==> src/rtl/ca_reg_pkg.sv <==
package ca_reg_pkg;

    typedef enum logic [1:0] {
        CL_IDLE = 2'd0,
        CL_DRAM = 2'd1,
        CL_CTRL = 2'd2
    } cmd_class_t;

    typedef enum logic {
        AL_QUIET = 1'b0,
        AL_HOLD  = 1'b1
    } alert_state_t;

    localparam logic [3:0] CW_CONFIG    = 4'd0;
    localparam logic [3:0] CW_ALERT_LEN = 4'd1;
    localparam logic [3:0] CW_CLEAR     = 4'd2;

    // Partner bit for the odd-rank address swap; unpaired bits map to themselves.
    function automatic int mirror_partner(input int i);
        case (i)
            3:  return 4;
            4:  return 3;
            5:  return 6;
            6:  return 5;
            7:  return 8;
            8:  return 7;
            11: return 13;
            13: return 11;
            default: return i;
        endcase
    endfunction

endpackage

==> src/rtl/ca_par_decode.sv <==
module ca_par_decode
    import ca_reg_pkg::*;
#(
    parameter int ADDR_W = 18
) (
    input  logic [1:0]        sel_n_i,
    input  logic              activate_n_i,
    input  logic [2:0]        cmd_i,
    input  logic [ADDR_W-1:0] addr_i,
    input  logic [1:0]        bank_i,
    input  logic [1:0]        bgrp_i,
    input  logic              chk_bit_i,
    output cmd_class_t        cls_o,
    output logic              par_bad_o
);
    logic qualified;
    logic ctrl_shape;

    always_comb begin
        qualified  = (sel_n_i != 2'b11);
        // Control-word write: activate high, command lines low, bank and group all ones.
        ctrl_shape = activate_n_i && (cmd_i == 3'b000) && (&bank_i) && (&bgrp_i);
        par_bad_o  = ^{addr_i, bank_i, bgrp_i, activate_n_i, cmd_i, chk_bit_i};
        if (!qualified)
            cls_o = CL_IDLE;
        else if (ctrl_shape)
            cls_o = CL_CTRL;
        else
            cls_o = CL_DRAM;
    end

endmodule

==> src/rtl/ca_ctrl_words.sv <==
module ca_ctrl_words
    import ca_reg_pkg::*;
#(
    parameter int ALEN_W    = 8,
    parameter int ALERT_DEF = 4
) (
    input  logic              clk,
    input  logic              rst_n,
    input  logic              wr_en_i,
    input  logic [3:0]        idx_i,
    input  logic [7:0]        data_i,
    output logic              chk_en_o,
    output logic [ALEN_W-1:0] alert_len_o,
    output logic              clr_o
);
    logic              chk_en_q;
    logic [ALEN_W-1:0] len_q;

    always_ff @(posedge clk) begin
        if (!rst_n) begin
            chk_en_q <= 1'b1;
            len_q    <= ALEN_W'(ALERT_DEF);
        end else if (wr_en_i) begin
            case (idx_i)
                CW_CONFIG:    chk_en_q <= data_i[0];
                CW_ALERT_LEN: len_q    <= data_i[ALEN_W-1:0];
                default: ;
            endcase
        end
    end

    always_comb begin
        chk_en_o    = chk_en_q;
        alert_len_o = len_q;
        clr_o       = wr_en_i && (idx_i == CW_CLEAR) && data_i[0];
    end

endmodule

==> src/rtl/ca_alert_fsm.sv <==
module ca_alert_fsm
    import ca_reg_pkg::*;
#(
    parameter int ALEN_W = 8
) (
    input  logic              clk,
    input  logic              rst_n,
    input  logic              err_i,
    input  logic [ALEN_W-1:0] len_i,
    input  logic              clr_i,
    output logic              alarm_lo_o,
    output logic              sticky_o
);
    alert_state_t      state_q, state_d;
    logic [ALEN_W-1:0] cnt_q, cnt_d;
    logic [ALEN_W-1:0] load_val;
    logic              sticky_q;

    always_comb begin
        load_val = (len_i == '0) ? '0 : len_i - 1'b1;
        state_d  = state_q;
        cnt_d    = cnt_q;
        unique case (state_q)
            AL_QUIET: begin
                if (err_i) begin
                    state_d = AL_HOLD;
                    cnt_d   = load_val;
                end
            end
            AL_HOLD: begin
                if (err_i)
                    cnt_d = load_val;
                else if (cnt_q == '0)
                    state_d = AL_QUIET;
                else
                    cnt_d = cnt_q - 1'b1;
            end
        endcase
    end

    always_ff @(posedge clk) begin
        if (!rst_n) begin
            state_q  <= AL_QUIET;
            cnt_q    <= '0;
            sticky_q <= 1'b0;
        end else begin
            state_q <= state_d;
            cnt_q   <= cnt_d;
            if (err_i)
                sticky_q <= 1'b1;
            else if (clr_i)
                sticky_q <= 1'b0;
        end
    end

    always_comb begin
        alarm_lo_o = (state_q == AL_QUIET);
        sticky_o   = sticky_q;
    end

    p_alarm_after_err_r4: assert property (@(posedge clk) disable iff (!rst_n)
        err_i |=> !alarm_lo_o);

    p_sticky_set_r11: assert property (@(posedge clk) disable iff (!rst_n)
        err_i |=> sticky_o);

endmodule

==> src/rtl/ca_mirror.sv <==
module ca_mirror
    import ca_reg_pkg::*;
#(
    parameter int ADDR_W     = 18,
    parameter bit MIRROR_ODD = 1'b1
) (
    input  logic [ADDR_W-1:0] addr_i,
    input  logic [1:0]        bank_i,
    input  logic [1:0]        bgrp_i,
    output logic [ADDR_W-1:0] addr_o,
    output logic [1:0]        bank_o,
    output logic [1:0]        bgrp_o
);
    for (genvar g = 0; g < ADDR_W; g++) begin : g_bit
        localparam int PART = mirror_partner(g);
        if (MIRROR_ODD && PART < ADDR_W) begin : g_swap
            assign addr_o[g] = addr_i[PART];
        end else begin : g_pass
            assign addr_o[g] = addr_i[g];
        end
    end

    if (MIRROR_ODD) begin : g_bank_swap
        assign bank_o = {bank_i[0], bank_i[1]};
        assign bgrp_o = {bgrp_i[0], bgrp_i[1]};
    end else begin : g_bank_pass
        assign bank_o = bank_i;
        assign bgrp_o = bgrp_i;
    end

endmodule

==> src/rtl/ca_parity_reg.sv <==
module ca_parity_reg
    import ca_reg_pkg::*;
#(
    parameter int ADDR_W     = 18,
    parameter int ALEN_W     = 8,
    parameter int ALERT_DEF  = 4,
    parameter bit MIRROR_ODD = 1'b1
) (
    input  logic              clk,
    input  logic              rst_n,
    input  logic [1:0]        sel_n_i,
    input  logic              activate_n_i,
    input  logic [2:0]        cmd_i,
    input  logic [ADDR_W-1:0] addr_i,
    input  logic [1:0]        bank_i,
    input  logic [1:0]        bgrp_i,
    input  logic              chk_bit_i,
    input  logic [1:0]        clk_en_i,
    input  logic [1:0]        term_en_i,
    output logic [1:0]        sel_n_o,
    output logic              activate_n_o,
    output logic [2:0]        cmd_o,
    output logic [ADDR_W-1:0] r0_addr_o,
    output logic [1:0]        r0_bank_o,
    output logic [1:0]        r0_bgrp_o,
    output logic [ADDR_W-1:0] r1_addr_o,
    output logic [1:0]        r1_bank_o,
    output logic [1:0]        r1_bgrp_o,
    output logic [1:0]        clk_en_o,
    output logic [1:0]        term_en_o,
    output logic              err_alarm_lo_o,
    output logic              err_seen_o
);
    localparam int IDX_LO = 8;

    cmd_class_t        cls;
    logic              par_bad;
    logic              chk_en;
    logic [ALEN_W-1:0] alert_len;
    logic              clr;
    logic              err;
    logic              cw_wr;
    logic              fwd;

    logic [1:0]        sel_q;
    logic              act_q;
    logic [2:0]        cmd_q;
    logic [ADDR_W-1:0] addr_q;
    logic [1:0]        bank_q, bgrp_q, cke_q, term_q;

    ca_par_decode #(.ADDR_W(ADDR_W)) u_decode (
        .sel_n_i      (sel_n_i),
        .activate_n_i (activate_n_i),
        .cmd_i        (cmd_i),
        .addr_i       (addr_i),
        .bank_i       (bank_i),
        .bgrp_i       (bgrp_i),
        .chk_bit_i    (chk_bit_i),
        .cls_o        (cls),
        .par_bad_o    (par_bad)
    );

    always_comb begin
        err   = (cls != CL_IDLE) && chk_en && par_bad;
        cw_wr = (cls == CL_CTRL) && !err;
        fwd   = (cls == CL_DRAM) && !err;
    end

    ca_ctrl_words #(.ALEN_W(ALEN_W), .ALERT_DEF(ALERT_DEF)) u_words (
        .clk         (clk),
        .rst_n       (rst_n),
        .wr_en_i     (cw_wr),
        .idx_i       (addr_i[IDX_LO+3:IDX_LO]),
        .data_i      (addr_i[7:0]),
        .chk_en_o    (chk_en),
        .alert_len_o (alert_len),
        .clr_o       (clr)
    );

    ca_alert_fsm #(.ALEN_W(ALEN_W)) u_alert (
        .clk        (clk),
        .rst_n      (rst_n),
        .err_i      (err),
        .len_i      (alert_len),
        .clr_i      (clr),
        .alarm_lo_o (err_alarm_lo_o),
        .sticky_o   (err_seen_o)
    );

    always_ff @(posedge clk) begin
        if (!rst_n) begin
            sel_q  <= 2'b11;
            act_q  <= 1'b1;
            cmd_q  <= '0;
            addr_q <= '0;
            bank_q <= '0;
            bgrp_q <= '0;
            cke_q  <= '0;
            term_q <= '0;
        end else begin
            sel_q  <= fwd ? sel_n_i : 2'b11;
            act_q  <= activate_n_i;
            cmd_q  <= cmd_i;
            addr_q <= addr_i;
            bank_q <= bank_i;
            bgrp_q <= bgrp_i;
            cke_q  <= clk_en_i;
            term_q <= term_en_i;
        end
    end

    ca_mirror #(.ADDR_W(ADDR_W), .MIRROR_ODD(MIRROR_ODD)) u_mirror (
        .addr_i (addr_q),
        .bank_i (bank_q),
        .bgrp_i (bgrp_q),
        .addr_o (r1_addr_o),
        .bank_o (r1_bank_o),
        .bgrp_o (r1_bgrp_o)
    );

    always_comb begin
        sel_n_o      = sel_q;
        activate_n_o = act_q;
        cmd_o        = cmd_q;
        r0_addr_o    = addr_q;
        r0_bank_o    = bank_q;
        r0_bgrp_o    = bgrp_q;
        clk_en_o     = cke_q;
        term_en_o    = term_q;
    end

    p_forward_r2: assert property (@(posedge clk) disable iff (!rst_n)
        (cls == CL_DRAM && !par_bad) |=> (sel_n_o == $past(sel_n_i)));

    p_block_r3: assert property (@(posedge clk) disable iff (!rst_n)
        (cls != CL_IDLE && chk_en && par_bad) |=> (sel_n_o == 2'b11));

    p_idle_quiet_r6: assert property (@(posedge clk) disable iff (!rst_n)
        ((&sel_n_i) && err_alarm_lo_o) |=> err_alarm_lo_o);

    p_bad_cw_kept_r7: assert property (@(posedge clk) disable iff (!rst_n)
        (cls == CL_CTRL && err) |=> ($stable(chk_en) && $stable(alert_len)));

    p_cw_consumed_r8: assert property (@(posedge clk) disable iff (!rst_n)
        (cls == CL_CTRL) |=> (sel_n_o == 2'b11));

endmodule

==> config.mk <==
export PLATFORM = sky130hd
export DESIGN_NAME = ca_parity_reg
export DESIGN_NICKNAME = d
export VERILOG_FILES = /design/src/rtl/ca_reg_pkg.sv /design/src/rtl/ca_par_decode.sv /design/src/rtl/ca_ctrl_words.sv /design/src/rtl/ca_alert_fsm.sv /design/src/rtl/ca_mirror.sv /design/src/rtl/ca_parity_reg.sv
export SDC_FILE = /design/constraint.sdc
export NUM_CORES = 1
export LEC_CHECK = 0
export BUFFER_PORTS_ARGS = -buffer_cell sky130_fd_sc_hd__buf_2
export CORE_MARGIN = 4
export CORE_UTILIZATION = 40
export CTS_CLUSTER_DIAMETER = 150
export CTS_CLUSTER_SIZE = 8
export DETAILED_ROUTE_END_ITERATION = 8
export PLACE_DENSITY = 0.7
export SKIP_CTS_REPAIR_TIMING = 1
export SYNTH_ARGS = -nofsm -noshare
export SYNTH_HDL_FRONTEND = slang
export SYNTH_SLANG_ARGS = --single-unit
==> constraint.sdc <==
create_clock -name clk -period 2.2 [get_ports clk]
set_input_delay 0.22 -clock clk [delete_from_list [all_inputs] [get_ports clk]]
set_output_delay 0.22 -clock clk [all_outputs]
set_load 0.01 [all_outputs]
# ---- Word level (Yosys, flattened, before mapping)
# Index checks and enable logic that the tools add are counted.
dict set report totals {
  reg_bits 51
  inputBits 35
  output_inout_bits 56
  elab_cells 59
}
dict set report op_classes {
  muxes 13
  addsub 2
  n_eq_ne 7
  n_reduce_logical 23
  n_bitwise 1
}
# operator count
set ops {}
lappend ops {{8-bit 2-to-1 mux} 4}
lappend ops {{27-bit parity} 1}
lappend ops {{8-bit zero test} 2}
lappend ops {{8-bit one-hot mux with 2 select lines} 1}
lappend ops {{8-bit by 1-bit subtractor with 8-bit output (second input constant)} 2}
lappend ops {{2-bit AND reduction} 6}
lappend ops {{1-bit logical AND} 9}
lappend ops {{1-bit 2-to-1 mux} 5}
lappend ops {{4-bit by 1-bit equality test with 1-bit output (second input constant)} 1}
lappend ops {{4-bit by 2-bit equality test with 1-bit output (second input constant)} 1}
lappend ops {{4-bit zero test} 1}
lappend ops {{2-bit 2-to-1 mux} 2}
lappend ops {{2-bit nonzero test} 2}
lappend ops {{3-bit zero test} 1}
lappend ops {{3-bit inequality test (second input constant)} 1}
lappend ops {{2-bit by 1-bit equality test with 1-bit output (second input constant)} 1}
lappend ops {{2-bit equality test (second input constant)} 1}
lappend ops {{2-bit by 1-bit inequality test with 1-bit output (second input constant)} 1}
lappend ops {{2-bit inequality test (second input constant)} 1}
lappend ops {{1-bit one-hot mux with 2 select lines} 1}
lappend ops {{1-bit zero test} 1}
lappend ops {{1-bit NOT} 1}

# ---- Depth between registers and ports, before layout
# Gate-level depths: netlist (run 1).
dict set report logic_depth {
  ltp_word 15
  mapped_depth 8
  ltp_nobuf 8
}

# ---- Cells and area by module
# Synthesis (run 1) repeated with hierarchy kept, for this count alone.
dict set report hier_totals {
  cells_unflattened 249
  hier_area_um2 2442.3
}
# mod n_inst area_per_inst_um2 seq_area_each_um2 cells_per_inst
set by_module_without_submodules {}
lappend by_module_without_submodules {ca_parity_reg 1 888.4 640.6 72}
lappend by_module_without_submodules {ca_alert_fsm 1 711.9 200.2 83}
lappend by_module_without_submodules {ca_ctrl_words 1 400.4 180.2 43}
lappend by_module_without_submodules {ca_par_decode 1 276.5 0.0 29}
lappend by_module_without_submodules {ca_mirror 1 165.2 0.0 22}

# ---- Worst setup path after synthesis (run 1)
# OpenSTA, ideal clock, no wires.
dict set report synth_path {
  kind {in2reg}
  start {input addr_i[15]}
  end {register u_alert.cnt_q[2]}
  setup_slack_ps 423
  n_path_buf 1
  stages 7
  arrival_time_ps 1652
  required_ps 2075
  setup_ps 125
  cell_sequence {xnor2_1 > xnor2_1 > xnor3_1 > xor3_2 > buf_6 > o211ai_2 > o41ai_2}
}
dict set report synth_via {
  elab_chain_cells 4
  elab_cells_between_ends 7
  classes_between {2 x eq/ne; 2 x mux; 3 x reduce/logical}
}
# element line
set synth_rtl {}
lappend synth_rtl {{start, declared} ca_parity_reg.sv:14} ;# input logic [ADDR_W-1:0] addr_i,
lappend synth_rtl {{27-bit parity *} ca_par_decode.sv:23} ;# par_bad_o = ^{addr_i, bank_i, bgrp_i, activate_n_i, cmd_i, chk_bit_i};
lappend synth_rtl {{1-bit logical AND *} ca_parity_reg.sv:64} ;# err = (cls != CL_IDLE) && chk_en && par_bad;
lappend synth_rtl {{8-bit 2-to-1 mux, or another cell as far along} ca_alert_fsm.sv:31} ;# if (err_i)
lappend synth_rtl {{8-bit one-hot mux with 2 select lines or 2-bit AND reduction (tied branches)} -}
lappend synth_rtl {{end signal, assigned} ca_alert_fsm.sv:48} ;# cnt_q <= cnt_d;
lappend synth_rtl {{end, declared} ca_alert_fsm.sv:15} ;# logic [ALEN_W-1:0] cnt_q, cnt_d;
# Every way passes the cells marked *; elsewhere a longest branch is shown, timed or not.
# A chain may end at the register's enable or synchronous reset.

# ---- Worst setup path in the final report (run 1)
dict set report layout_path {
  start {input addr_i[3]}
  end {register u_alert.cnt_q[6]}
}
# The elaborated chain is that of the path after synthesis.

==> flow_summary.ini, run 1 <==
[power_and_ir_drop]
pwr_density_cell_mw_per_mm2 = 928
p_leak_nw = 1.47
total_power_mw = 2.91
ir_drop_mv = 0.301

[floorplan]
core_area_mm2 = 0.00642
start_util_pct = 41.4
fp-row-count = 29
chipWidth_um = 89.6
num_io_pins = 91
dieArea_mm2 = 0.00802
die_height_um = 89.6

[finish]
multiInputGateArea_mm2 = 0.00139
area_growth_pct = 17.9
final.fill_count = 603
antennaDiodeCount = 0
design_area_mm2 = 0.00314
layout-drive-gt1-share_pct = 31.6
fin_nets = 400
regArea_mm2 = 0.00102
fin_cells = 438

[synth]
synth-adder-area-share_pct = 1.88
yosysTopAreaCell = dfxtp_1
ys_types = 48
synth.area.top_cells = dfxtp_1 (38%), and2_1 (7.8%), xnor2_1 (7.2%)
synth_compound_area_share_pct = 7.19
yosysSeqAreaShare_pct = 38.4
ys_warn_count = 0
synth_top_area_share_pct = 38.4
synth-simple-area-share_pct = 26.1
syn_area_per_cell_um2 = 9.15
synth_top_family_by_area = simple AND/OR/NAND/NOR gates
synth.top_cells.by_count = dfxtp_1 (51), and2_1 (33), nand3_1 (28)
synth_fp_nets = 330
synth_ff_type = dfxtp_1
ys_ff_latch = 51
synth-xor-area-share_pct = 11.8
synthesis.instances = 291
synth_most_common_cell = dfxtp_1
synth_edf_count = 0
netlist_area_mm2 = 0.00266
synthArstFlopShare_pct = 0
synthMuxAreaShare_pct = 5.08

[run]
cap_violations = 0

[detailed_routing]
drt-initial-drc-count = 84
wl_per_cell_um = 13.3
vias = 2195
drtAntennaViolNets = 0
firstDrtPassIters = 4
avgViaCountPerCell = 5.01
wirelength_um = 5810
route.detailed.drc = 0

[clocking]
cts_buffer_depth = 2
htreeDepth = 2
clk_latency_ns = 0.29
clock-sinks = 51
root_buffer = clkbuf_8
clkTransAtPathRegs_ns = 0.08
cts-buffers-inserted = 5
cts_tree = done

[timing]
fin_tns_setup_ns = 0
fmax_mhz = 534
fin_ws_ns = 0.326
slew_headroom_pct = 57.4
tightest_slew_ns = 0.629
post-route-period-util_pct = 85.2
clock_skew_ns = 0.00264
rsz0062_at_grt = false
period_minus_slack_ns = 1.87
final-setup-viol-count = 0
slew_viol_final = 0
finalHoldViolations = 0

[hold_path]
worstHoldPathType = input pin to flip-flop
hold_end = clk_en_o[0]
hold_start = clk_en_i[0]
whs_path_depth = 2

[setup_path]
worstPathRequired_ns = 2.43
crit_top_cell = xnor2_1
end_kind = flip-flop
start_kind = input pin
ff2ff_path_depth = 8
reg2reg_from = u_alert.cnt_q[0]
timing.rr.end = u_alert.cnt_q[0]
cp_max_fo = 16
critPathMaxStageDelay_ns = 0.66
path_cells = buf_2, xnor2_1, xnor2_1, xnor2_1, xor3_2, nor2_4, mux2i_1
rrSetupSlack_ns = 0.39
cp_slowest_cell = xor3_2
critPathKind = input pin to flip-flop
crit_arrival_ns = 2.10

[run_status]
status = completed

[placement]
dp_slack_ns = 0.0309
gp_congestion = 0.851
dpl_cell_area_mm2 = 0.00303
hpwl_um = 4510
post-place-cells = 431
port_buffers = 90

[grt]
grt_max_degree = 33
grt_pass1_wl_um = 9440
grt_pass1_vias = 2078
antenna_found_initial = 0
grt.overflow.total = 0
grtUsageTotal_pct = 15.0
[where the power goes]
group          switching, mW  internal, mW  leakage (nW)  total [mW]
combinational          0.684         0.505          1.00        1.19
sequential            0.0698          1.04         0.422        1.10
clock                  0.283         0.333        0.0513       0.617
total                   1.04          1.87          1.47        2.91
[worst max-delay path, delay by kind of cell]
| kind | cells | cell delay, ns |
|---|---|---|
| XOR/XNOR | 4 | 1.30 |
| buffers and inverters | 1 | 0.13 |
| multiplexers | 1 | 0.20 |
| AND/OR/NAND/NOR | 1 | 0.25 |
[cells in the final DEF (no fill, tap or decap), drive strengths merged, types with 3 or more instances in the layout]
cell | netlist | routed
and2 | 33 | 33
inv | 9 | 9
nand2b | 3 | 3
xor2 | 4 | 4
clkbuf | 7 | 6
dfxtp | 51 | 51
xnor2 | 23 | 23
nor3 | 6 | 6
mux2i | 9 | 9
o21ai | 11 | 11
nand4b | 3 | 3
nor2b | 5 | 5
nor3b | 4 | 4
nand2 | 19 | 19
nand3 | 28 | 28
ha | 4 | 4
nor2 | 12 | 12
buf | 26 | 96
mux2 | 4 | 4
[final cells by class]
cell class	count	share of cell area (%)
clock inverter	1	0.957
multi-input combinational	198	44.2
sequential	51	32.5
inverter	9	1.08
tap	77	3.07
clock buffer	6	2.31
timing repair buffer	96	15.8
[state kept, by name (all words and copies together) (netlist names)]
name                 flops
sel_n_o                  2
u_words.chk_en_o         1
u_alert.cnt_q            8
r0_bgrp_o                2
u_words.alert_len_o      8
r0_bank_o                2
activate_n_o             1
term_en_o                2
u_alert.state_q          1
cmd_o                    3
r0_addr_o               18
u_alert.sticky_o         1
clk_en_o                 2
[routing by layer]
layer / track usage (%) / part of all wire (%) / vias up
li1: - / - / 1098
met1: 17.4 / 42 / 1012
met2: 26.7 / 49 / 80
met3: 3.69 / 7.1 / 5
met4: 5.14 / 1.1 / 0
met5: 0 / 0 / -
[stage by stage]
step	hold WS, ns	utilization (%)
detailed placement	0.431	47.2
global placement	0.426	47.2
CTS	0.120	48.8
global route	0.130	48.8
finish	0.127	48.8
floorplan	0.321	-
[kinds of logic after synthesis]
family | after synthesis
compound gates | 26
xor+xnor | 30
fa+ha+maj | 4
buf+inv | 42
flops | 51
mux | 13
simple gates | 125
[worst max-delay path by stage]
| stage | from | endpoint | slack [ns] | cells after the start |
|---|---|---|---|---|
| CTS | bank_i[0] | u_alert.cnt_q[6] | 0.33 | 7 |
| global route | addr_i[3] | u_alert.cnt_q[6] | 0.23 | 7 |
| finish | addr_i[3] | u_alert.cnt_q[6] | 0.33 | 7 |
| global placement | addr_i[5] | u_alert.cnt_q[0] | 0.13 | 7 |
| detailed placement | addr_i[3] | u_alert.cnt_q[6] | 0.03 | 7 |
| floorplan | addr_i[15] | u_alert.cnt_q[2] | 0.42 | 7 |
(Power assumes the default switching activity.)
==> inputs of run 2 (changes only) <==
--- a/config.mk
+++ b/config.mk
@@ -11,6 +11,7 @@
 export CTS_CLUSTER_DIAMETER = 150
 export CTS_CLUSTER_SIZE = 8
 export DETAILED_ROUTE_END_ITERATION = 8
+export GPL_ROUTABILITY_DRIVEN = 0
 export PLACE_DENSITY = 0.7
 export SKIP_CTS_REPAIR_TIMING = 1
 export SYNTH_ARGS = -nofsm -noshare
==> constraint.sdc (replaced) <==
create_clock -name clk -period 1.9 [get_ports clk]
set_input_delay 0.19 -clock clk [delete_from_list [all_inputs] [get_ports clk]]
set_output_delay 0.19 -clock clk [all_outputs]
set_load 0.02 [all_outputs]
==> run 2 against run 1 <==
Effect of this change: sequential share of layout area decreased by 2.0 points; routed wire length increased by 4.5%; power increased by 30%; highest routed layer unchanged.
==> flow_summary.ini, run 2 (synthesis results as in run 1) <==
[run_status]
status = completed

[clocking]
cts-buffers-inserted = 5
cts_tree = done
cts_buffer_depth = 2
htreeDepth = 2
root_buffer = clkbuf_8
clkTransAtPathRegs_ns = 0.09
clk_latency_ns = 0.30
clock-sinks = 51

[power_and_ir_drop]
clkPwrFrac_pct = 23.2
ir_drop_mv = 0.485
power.internal_mw = 2.44
pwr_density_cell_mw_per_mm2 = 1130
switchingPower_mw = 1.34
total_power_mw = 3.78
p_leak_nw = 1.60
switching_share_pct = 35.5
comb_power_share_pct = 43.2
share_seq_of_total_power_pct = 33.5

[floorplan]
die_height_um = 89.6
start_util_pct = 41.4
fp-row-count = 29
chipWidth_um = 89.6
dieArea_mm2 = 0.00802
num_io_pins = 91
core_area_mm2 = 0.00642

[finish]
multiInputGateArea_mm2 = 0.00140
layout_commonest_cell = buf_2
largest_register_ffs = 18
final_cell_mix = buf_2 (90), dfxtp_1 (51), and2_1 (33), buf_4 (29), nand3_1 (28)
antennaDiodeCount = 0
layout-drive-gt1-share_pct = 36.1
final.fill_count = 600
regArea_mm2 = 0.00102
fin_nets = 423
area_growth_pct = 25.8

[timing]
finalHoldViolations = 0
period_minus_slack_ns = 1.81
rsz0062_at_grt = true
tightest_slew_ns = 0.370
clock_skew_ns = 0.00389
fin_tns_setup_ns = 0
final-setup-viol-count = 0
fmax_mhz = 553
post-route-period-util_pct = 95.3
slew_headroom_pct = 74.7
slew_viol_final = 0
fin_ws_ns = 0.0902

[detailed_routing]
vias = 2259
wirelength_um = 6070
drt-initial-drc-count = 118
wl_per_cell_um = 13.1
firstDrtPassIters = 4
route.detailed.drc = 0
avgViaCountPerCell = 4.89
drtAntennaViolNets = 0

[setup_path]
critPathKind = flip-flop to flip-flop
cp_max_fo = 5
ff2ff_path_depth = 5
start_kind = flip-flop
rrSetupSlack_ns = 0.09
critical_path.endpoint = u_alert.cnt_q[7]
crit_start = u_alert.cnt_q[2]
crit_arrival_ns = 2.02
reg2reg_from = u_alert.cnt_q[2]
worstPathRequired_ns = 2.11
timing.rr.end = u_alert.cnt_q[7]
end_kind = flip-flop

[grt]
grtUsageTotal_pct = 15.6
antenna_found_initial = 0
grt_pass1_vias = 2159
grt_max_degree = 26
grt.overflow.total = 0
grt_pass1_wl_um = 9730

[placement]
hpwl_um = 4830
dp_slack_ns = -0.211
port_buffers = 90

[hold_path]
worstHoldPathType = input pin to flip-flop

[run]
cap_violations = 0
-- run 2: final cells by class --
type	instances	area share, %
repair buffers	119	20.0
clock buffers	6	2.17
well taps	77	2.88
multi-input cells	198	41.7
inverters	9	1.01
flip-flops and latches	51	30.5
clock inverters	2	1.79
-- run 2: layer usage --
metal  vias to the layer above  track usage, %  routed length [um]
li1                       1146               -                   -
met2                        54            28.7                3130
met3                         8            3.41                 299
met4                         0            5.55                  87
met5                         -               0                   0
met1                      1051            17.5                2550
-- run 2: worst min-delay path by stage --
| stage | start | end | slack [ns] | depth (start not counted) |
|---|---|---|---|---|
| 3_5_place_dp | clk_en_i[0] | clk_en_o[0] | 0.40 | 2 |
| 2_1_floorplan | activate_n_i | activate_n_o | 0.29 | 1 |
| 3_3_place_gp | clk_en_i[0] | clk_en_o[0] | 0.40 | 2 |
| 4_1_cts | clk_en_i[0] | clk_en_o[0] | 0.08 | 2 |
| 5_1_grt | clk_en_i[0] | clk_en_o[0] | 0.08 | 2 |
| 6_report | clk_en_i[0] | clk_en_o[0] | 0.09 | 2 |
-- run 2: critical path, cell delays in order (launching register included) --
cell and delay (ns):
dfxtp_1 0.33, or4_1 0.62, nor3_1 0.28, mux2i_1 0.22, o21ai_0 0.09, and3_1 0.18
-- run 2: through the flow --
| stage | instance area (um2) | hold slack, ns | utilization, % | cells |
|---|---|---|---|---|
| 6_report | 3350 | 0.0856 | 52.1 | 462 |
| 4_1_cts | 3340 | 0.0796 | 52.0 | 462 |
| 5_1_grt | 3350 | 0.0833 | 52.1 | 462 |
| 3_5_place_dp | 3210 | 0.402 | 49.9 | 454 |
| 2_1_floorplan | 2660 | 0.291 | - | 291 |
| 3_3_place_gp | 3210 | 0.396 | 49.9 | 454 |
-- run 2: power by group through the flow --
| stage | Clock (mW) | Combinational (mW) | Sequential [mW] |
|---|---|---|---|
| after floorplan | 0 | 1.11 | 1.37 |
| after global placement | 0 | 1.56 | 1.29 |
| after detailed placement | 0 | 1.60 | 1.29 |
| after CTS | 0.899 | 1.61 | 1.27 |
| after global routing | 0.938 | 1.81 | 1.28 |
| final | 0.877 | 1.63 | 1.27 |
